<file path="src/rtl/stid_pkg.sv">
package stid_pkg;
  typedef enum logic [1:0] {
    PATH_PASS   = 2'd0,
    PATH_SEARCH = 2'd1,
    PATH_FIXED  = 2'd2
  } path_e;
endpackage

</file>
<file path="src/rtl/stid_remap_table.sv">
module stid_remap_table #(
  parameter int COMP_W = 6,
  parameter int DEPTH  = 16,
  localparam int TIDX_W = $clog2(DEPTH),
  localparam int IDX_W  = $clog2(DEPTH + 1)
) (
  input  logic              clk,
  input  logic              rst_n,
  input  logic              we,
  input  logic [TIDX_W-1:0] widx,
  input  logic [COMP_W-1:0] wdata,
  input  logic [COMP_W-1:0] key,
  output logic [IDX_W-1:0]  idx,
  output logic              found
);
  logic [COMP_W-1:0] entry [DEPTH];
  logic [DEPTH-1:0]  hit;

  for (genvar g = 0; g < DEPTH; g++) begin : g_slot
    always_ff @(posedge clk or negedge rst_n) begin
      if (!rst_n)                         entry[g] <= '0;
      else if (we && widx == TIDX_W'(g))  entry[g] <= wdata;
    end
    assign hit[g] = (entry[g] == key);
  end

  // lowest matching slot wins; DEPTH means no slot matched
  always_comb begin
    idx = IDX_W'(DEPTH);
    for (int i = DEPTH - 1; i >= 0; i--) begin
      if (hit[i]) idx = IDX_W'(i);
    end
  end

  assign found = |hit;


  hit_match_chk: assert property (@(posedge clk) disable iff (!rst_n)
    found |-> (entry[idx[TIDX_W-1:0]] == key));
endmodule

</file>
<file path="src/rtl/stid_fixed_map.sv">
module stid_fixed_map #(
  parameter int ID_W       = 12,
  parameter int NODE_SHIFT = 6,
  parameter int NODE_W     = 6,
  parameter int INST_W     = 6,
  parameter int N_INST     = 32,
  parameter int BANK       = 16,
  parameter int GROUP      = 4
) (
  input  logic [INST_W-1:0] inst,
  input  logic [NODE_W-1:0] node,
  output logic [ID_W-1:0]   id,
  output logic              range_err
);
  // within each bank the group order is reversed; for power-of-two sizes
  // this is an XOR with the group-select bits
  localparam logic [INST_W-1:0] FLIP = INST_W'(BANK - GROUP);

  logic [INST_W-1:0] slot;
  assign slot      = inst ^ FLIP;
  assign range_err = (int'(inst) >= N_INST);
  assign id        = range_err ? '1
                   : (ID_W'(slot) | (ID_W'(node) << NODE_SHIFT));
endmodule

</file>
<file path="src/rtl/stid_remapper.sv">
module stid_remapper #(
  parameter int ID_W       = 12,
  parameter int COMP_W     = 6,
  parameter int NODE_SHIFT = 6,
  parameter int DEPTH      = 16,
  parameter int INST_W     = 6,
  parameter int N_INST     = 32,
  localparam int NODE_W = ID_W - COMP_W,
  localparam int TIDX_W = $clog2(DEPTH),
  localparam int IDX_W  = $clog2(DEPTH + 1)
) (
  input  logic              clk,
  input  logic              rst_n,
  input  logic              req_valid,
  output logic              req_ready,
  input  logic [ID_W-1:0]   phys_id,
  input  logic [INST_W-1:0] inst_id,
  input  logic [NODE_W-1:0] node_id,
  input  logic              remap_en,
  input  logic              six_way,
  input  logic              fixed_mode,
  input  logic              tbl_we,
  input  logic [TIDX_W-1:0] tbl_idx,
  input  logic [COMP_W-1:0] tbl_data,
  output logic              rsp_valid,
  input  logic              rsp_ready,
  output logic [ID_W-1:0]   rsp_id,
  output logic              rsp_miss,
  output logic              rsp_range_err
);
  import stid_pkg::*;

  logic              accept, idle_we, found, fix_err;
  logic [IDX_W-1:0]  idx;
  logic [ID_W-1:0]   node_part, fix_id;
  logic [ID_W-1:0]   nxt_id;
  logic              nxt_miss, nxt_err;
  path_e             path;

  assign req_ready = !rsp_valid || rsp_ready;
  assign accept    = req_valid && req_ready;
  assign idle_we   = tbl_we && !req_valid && !rsp_valid;

  stid_remap_table #(.COMP_W(COMP_W), .DEPTH(DEPTH)) u_table (
    .clk(clk), .rst_n(rst_n), .we(idle_we), .widx(tbl_idx),
    .wdata(tbl_data), .key(phys_id[COMP_W-1:0]), .idx(idx), .found(found)
  );

  stid_fixed_map #(.ID_W(ID_W), .NODE_SHIFT(NODE_SHIFT), .NODE_W(NODE_W),
                   .INST_W(INST_W), .N_INST(N_INST)) u_fixed (
    .inst(inst_id), .node(node_id), .id(fix_id), .range_err(fix_err)
  );

  assign node_part = {phys_id[ID_W-1:COMP_W], {COMP_W{1'b0}}};

  always_comb begin
    if (fixed_mode)             path = PATH_FIXED;
    else if (remap_en || six_way) path = PATH_SEARCH;
    else                        path = PATH_PASS;
  end

  always_comb begin
    nxt_id   = phys_id;
    nxt_miss = 1'b0;
    nxt_err  = 1'b0;
    case (path)
      PATH_SEARCH: begin
        nxt_id   = node_part | ID_W'(idx);
        nxt_miss = !found;
      end
      PATH_FIXED: begin
        nxt_id  = fix_id;
        nxt_err = fix_err;
      end
      default: ;
    endcase
  end

  always_ff @(posedge clk or negedge rst_n) begin
    if (!rst_n) begin
      rsp_valid     <= 1'b0;
      rsp_id        <= '0;
      rsp_miss      <= 1'b0;
      rsp_range_err <= 1'b0;
    end else if (accept) begin
      rsp_valid     <= 1'b1;
      rsp_id        <= nxt_id;
      rsp_miss      <= nxt_miss;
      rsp_range_err <= nxt_err;
    end else if (rsp_ready) begin
      rsp_valid     <= 1'b0;
    end
  end


  accept_valid_chk: assert property (@(posedge clk) disable iff (!rst_n)
    accept |=> rsp_valid);


  stall_hold_chk: assert property (@(posedge clk) disable iff (!rst_n)
    (rsp_valid && !rsp_ready) |=> (rsp_valid && $stable(rsp_id)
      && $stable(rsp_miss) && $stable(rsp_range_err)));


  range_ones_chk: assert property (@(posedge clk) disable iff (!rst_n)
    (rsp_valid && rsp_range_err) |-> (rsp_id == '1));


  flag_excl_chk: assert property (@(posedge clk) disable iff (!rst_n)
    rsp_valid |-> !(rsp_miss && rsp_range_err));
endmodule

</file>
<file path="config.mk">
export PLATFORM = sky130hd
export DESIGN_NAME = stid_remapper
export DESIGN_NICKNAME = d
export VERILOG_FILES = /design/src/rtl/stid_pkg.sv /design/src/rtl/stid_remap_table.sv /design/src/rtl/stid_fixed_map.sv /design/src/rtl/stid_remapper.sv
export SDC_FILE = /design/constraint.sdc
export NUM_CORES = 1
export LEC_CHECK = 0
export CORE_UTILIZATION = 40
export DETAILED_ROUTE_END_ITERATION = 7
export PLACE_DENSITY = 0.65
export REMOVE_ABC_BUFFERS = 1
export SLEW_MARGIN = 20
export SYNTH_ARGS = -nofsm -noshare
export SYNTH_HDL_FRONTEND = slang
export SYNTH_HIERARCHICAL = 1
export SYNTH_SLANG_ARGS = --single-unit
</file>
<file path="constraint.sdc">
create_clock -name clk -period 2.2 [get_ports clk]
set_input_delay 0.44 -clock clk [delete_from_list [all_inputs] [get_ports clk]]
set_output_delay 0.44 -clock clk [all_outputs]
set_load 0.005 [all_outputs]
</file>
After elaboration in Yosys (flattened, before gate mapping):

Index checks and enable logic that the tools add are counted.

* bits of input ports: 42
* bits in read-only memories: 0
* flip-flop bits (word level): 111
* output and inout bits: 16
* memory bits (writable): 0
* latch bits: 0
* word-level logic and storage cells: 108
* memories: 0

* shifts and indexed selects: 0
* reductions and logical operators: 27
* bitwise operators: 3
* equal/unequal tests: 33
* $mul: 0
* magnitude comparators: 1
* add/sub/neg operators: 0
* muxes and demuxes: 24
* divide/modulo/power cells: 0

Operators with widths (count)
* $eq 6x6->1: 16
* $mux 5: 16
* $eq 4x4->1 const B: 8
* $pmux 12 s2: 1
* $logic_and 1x1->1: 19
* $eq 4x3->1 const B: 4
* $reduce_or 16->1: 1
* $mux 12: 1
* $or 12x5->12: 1
* $or 6x12->12: 1
* $eq 4x2->1 const B: 2
* $ge 6x6->1 const B: 1
* $mux 1: 5
* $eq 4x1->1 const B: 1
* $logic_not 4->1: 1
* $logic_not 1->1: 3
* $eq 2x1->1 const B: 1
* $eq 2x2->1 const B: 1
* $logic_or 1x1->1: 2
* $mux 2: 1
* $not 2->2: 1
* $reduce_bool 2->1: 1

Logic depth before layout (Yosys ltp):

* word-level depth: 19
* depth in mapped cells: 11
* gate-level depth less buffers: 9

Cells and area by module:

The synthesis kept the hierarchy.

Modules (own cells, without submodules)
* stid_remap_table: instances 1, cells each 402, area each 5112.4 sq um
* stid_remapper: instances 1, cells each 78, area each 807.0 sq um
* stid_fixed_map: instances 1, cells each 14, area each 91.3 sq um

Least setup slack after synthesis:

Ideal clock, no wire load.

* kind: input-to-reg
* from: in phys_id[4]
* to: reg rsp_id[1]
* data required time: 2.074 ns
* stages on the path: 11
* arrival: 2.061 ns
* slack: 0.014 ns
* cell sequence: buf_6 -> buf_6 -> xor2_1 -> nor4_1 -> nand3_1 -> nor3b_2 -> o221ai_2 -> a311oi_2 -> o21a_1 -> a211oi_1 -> o2bb2ai_1

* longest elaborated chain between the ends: 19

RTL lines
* start, declared: RTL line stid_remapper.sv:16 `input logic [ID_W-1:0] phys_id,`
* $eq 6x6->1: RTL line stid_remap_table.sv:24 `assign hit[g] = (entry[g] == key);`
* $mux 5 (15 in a row): RTL line stid_remap_table.sv:31 `if (hit[i]) idx = IDX_W'(i);`
* $mux 5 (*): RTL line stid_remap_table.sv:31
* net idx[1]: RTL line stid_remapper.sv:34 `logic [IDX_W-1:0] idx;`
* $or 12x5->12 (*): RTL line stid_remapper.sv:68 `nxt_id = node_part | ID_W'(idx);`
* $pmux 12 s2 (*): RTL line stid_remapper.sv:66 `case (path)`
* end signal, assigned: RTL line stid_remapper.sv:87 `rsp_id <= nxt_id;`
* end, declared: RTL line stid_remapper.sv:27 `output logic [ID_W-1:0] rsp_id,`

Mark *: on every way through the listed nets, which the timed path passes. The rest lies on a longest branch.
A chain may end at the register's enable or synchronous reset.

Final worst setup path:

* from: in phys_id[0]
* to: reg rsp_id[1]

The elaborated chain is that of the path after synthesis.

==> metrics.csv <==
stage;metric;value;unit
run_status;status;finished clean;
synth;ys_types;47;
worst_setup_path;crit_fanout;6;
worst_setup_path;crit_arrival;2.42;ns
placed_design;dp.final_hpwl;9890;um
sta;fin_crit;2.13;ns
worst_setup_path;startpoint_type;input pin;
floorplanning;coreArea;14600;um^2
global_route;first_global_vias;4478;
layout;layout_common_cells;111 x dfrtp_1, 96 x mux2_2, 61 x buf_4;
worst_setup_path;critical_path_class;in2reg;
synth;ys_ff_latch;111;
floorplanning;dieArea;15500;um^2
floorplanning;die_w;125;um
layout;final_util;54.1;%
detailed_routing;viasPerCell;5.23;
detailed_routing;drc;0;
floorplanning;floorplan.rows;44;
synth;ys_seq_area_share;46.2;%
global_route;grt_pass1_wl;25000;um
sta;worst_slack;0.0668;ns
floorplanning;ios;58;
layout;n_antenna_cell;0;
floorplanning;initial_core_util;41.2;%
clocking;ctsHoldBuffers;0;
clocking;cts_tree;done;
clocking;cts-root-buf;clkbuf_16;
sta;max-slew-margin-rel;50.1;%
synth;synthesis.area;6010;um^2
global_route;antenna_found_initial;0;
sta;finalSetupViolations;0;
global_route;grt_usage;21.0;%
clocking;htree_levels;3;
sta;rsz0062_at_grt;yes;
floorplanning;die_y;125;um
worst_setup_path;cp-end-kind;flop;
synth;syn_inst;494;
placed_design;numPortBuffers;57;
placed_design;place_ws;-0.676;ns
placed_design;place_congestion;0.792;
flow_run;maxCapViolations;0;
detailed_routing;drt_iter0_markers;147;
clocking;clkTransAtPathRegs;0.08;ns
detailed_routing;ant_nets;0;
synth;syn_area_per_cell;12.2;um^2
worst_hold_path;hold_class;in2async;
worst_setup_path;crit_required;2.49;ns
layout;fin_cells;796;
detailed_routing;drtPass1Iterations;4;
layout;layout.nets;649;
sta;max_freq;0.469;GHz
layout;drive_above_1_share;38.9;%
power_and_ir_drop;powerDensity;678;nW/um^2
clocking;insertion_delay;0.36;ns
placed_design;dp.cells;760;
power_and_ir_drop;p_leak;3.54;nW
layout;layout_commonest_cell;dfrtp_1;
worst_setup_path;r2r.worst_path.cells;9;
global_route;overflow;0;
synth;ys_warn_count;6;
sta;slew_violations;0;
clocking;clock-sinks;111;
detailed_routing;wire_per_inst;19.6;um
detailed_routing;via_count;4167;
layout;syn_to_final_growth;31.3;%
sta;fin_crit_sh;97.0;%
global_route;grt_max_degree;44;
power_and_ir_drop;ir_drop;0.328;mV
clocking;cts_buffer_depth;2;
sta;worstMarginPinSlew;0.746;ns
sta;fin_skew;0.00848;ns
clocking;numCtsBuffers;9;
sta;hold_viol_final;0;
detailed_routing;drt_wl_total;15600;um
-- Yosys cell counts (all sizes together) --
cell     count  area share (%)
o211ai       1            0.12
a2bb2o       1            0.33
a21oi       16             1.3
or4b         1            0.23
nor3b        3            0.46
mux2i        7             1.2
inv          2            0.12
dfrtp      111              46
nand4b       1            0.15
and2         2            0.25
or3          2            0.21
nor2b        4            0.42
nand2b      16             1.8
a31oi        1            0.10
or2          9            0.94
a311oi       1            0.25
o21a         5            0.62
o2bb2a       1            0.33
nor2        18             1.1
o221ai       1            0.25
xnor2       48             7.0
nand3       15             1.4
nor4b        1            0.15
a2111oi      1            0.17
nand4        8            0.83
o22ai        1            0.10
buf         19             3.2
clkbuf      13            0.81
nand2       10            0.62
nor4         8             1.4
mux2        97              18
nor3         8            0.75
a211oi       5            0.62
o2bb2ai      5            0.73
xor2        48             7.0
nand3b       4            0.50
-- metrics by stage --
stage	area, um^2	hold WS [ns]	power, mW	TNS, ns
2_1_floorplan	5770	0.144	3.02	0
3_5_place_dp	7120	0.437	3.55	-16.95
6_report	7890	0.0308	5.35	0
5_1_grt	7890	0.0568	5.60	-0.0369
3_3_place_gp	7120	0.429	3.52	-13.30
4_1_cts	7760	0.0505	5.34	0
-- cells by family after synthesis --
logic type,count (synthesis),synth area share [%]
DFF,111,46.2
buffers and inverters,34,4.16
xor gates and xnor gates,96,14.0
and+or+nand+nor,110,11.3
muxes,104,19.4
AOI/OAI and AO/OA,39,4.98
-- where the power goes --
group	switching, mW	leakage (nW)	internal, mW
Combinational	0.518	1.92	0.688
Sequential	0.166	1.47	2.27
Clock	0.759	0.152	0.944
Total	1.44	3.54	3.91
-- state kept, by name (all words and copies together), names as in the netlist --
register,cells
rsp_id,12
rsp_miss,1
rsp_range_err,1
rsp_valid,1
u_table/entry,96
-- area by class of cell --
| type | instances | area, um^2 |
|---|---|---|
| multi-input cells | 349 | 3180 |
| clock buffers | 11 | 253 |
| fillers | 1236 | 6700 |
| well taps | 184 | 230 |
| clock inverters | 5 | 56.3 |
| inverters | 2 | 7.51 |
| flip-flops and latches | 111 | 2780 |
| repair buffers | 134 | 1390 |
-- critical path, cell delays in order --
cell and delay (ns):
buf_2 0.16, buf_16 0.16, xor2_2 0.18, nor4_4 0.33
o2bb2a_4 0.20, nor3b_2 0.21, o221ai_2 0.13, a311oi_2 0.21
o21a_1 0.17, a211oi_2 0.04, o2bb2ai_1 0.17
-- routing by layer --
metal	wire [um]	part of all wire [%]	track usage (%)	up-vias
li1	-	-	-	1940
met2	7260	47	33.2	113
met1	7220	46	28.3	2091
met3	777	5.0	4.21	23
met5	0	0	0	-
met4	330	2.1	7.94	0
-- final timing paths --
kind	startpoint	to	slack (ns)
worst min-delay path	rst_n	u_table/entry[72]$_DFFE_PN0P_	0.03
max in group asynchronous	rst_n	u_table/entry[15]$_DFFE_PN0P_	1.57
worst max-delay path	phys_id[0]	rsp_id[1]$_DFFE_PN0P_	0.07
worst min register to register	rsp_id[4]$_DFFE_PN0P_	rsp_id[4]$_DFFE_PN0P_	0.50
worst max register to register	u_table/entry[0]$_DFFE_PN0P_	rsp_id[1]$_DFFE_PN0P_	0.09
min in group clk	rsp_id[4]$_DFFE_PN0P_	rsp_id[4]$_DFFE_PN0P_	0.50
-- timing repair --
item                                    CTS  global route
gates resized for setup                  34            28
setup buffers                            10             4
gates cloned                              6             0
endpoints found under the setup margin    6            30
pin swaps                                22            26
(Power assumes the default switching activity.)
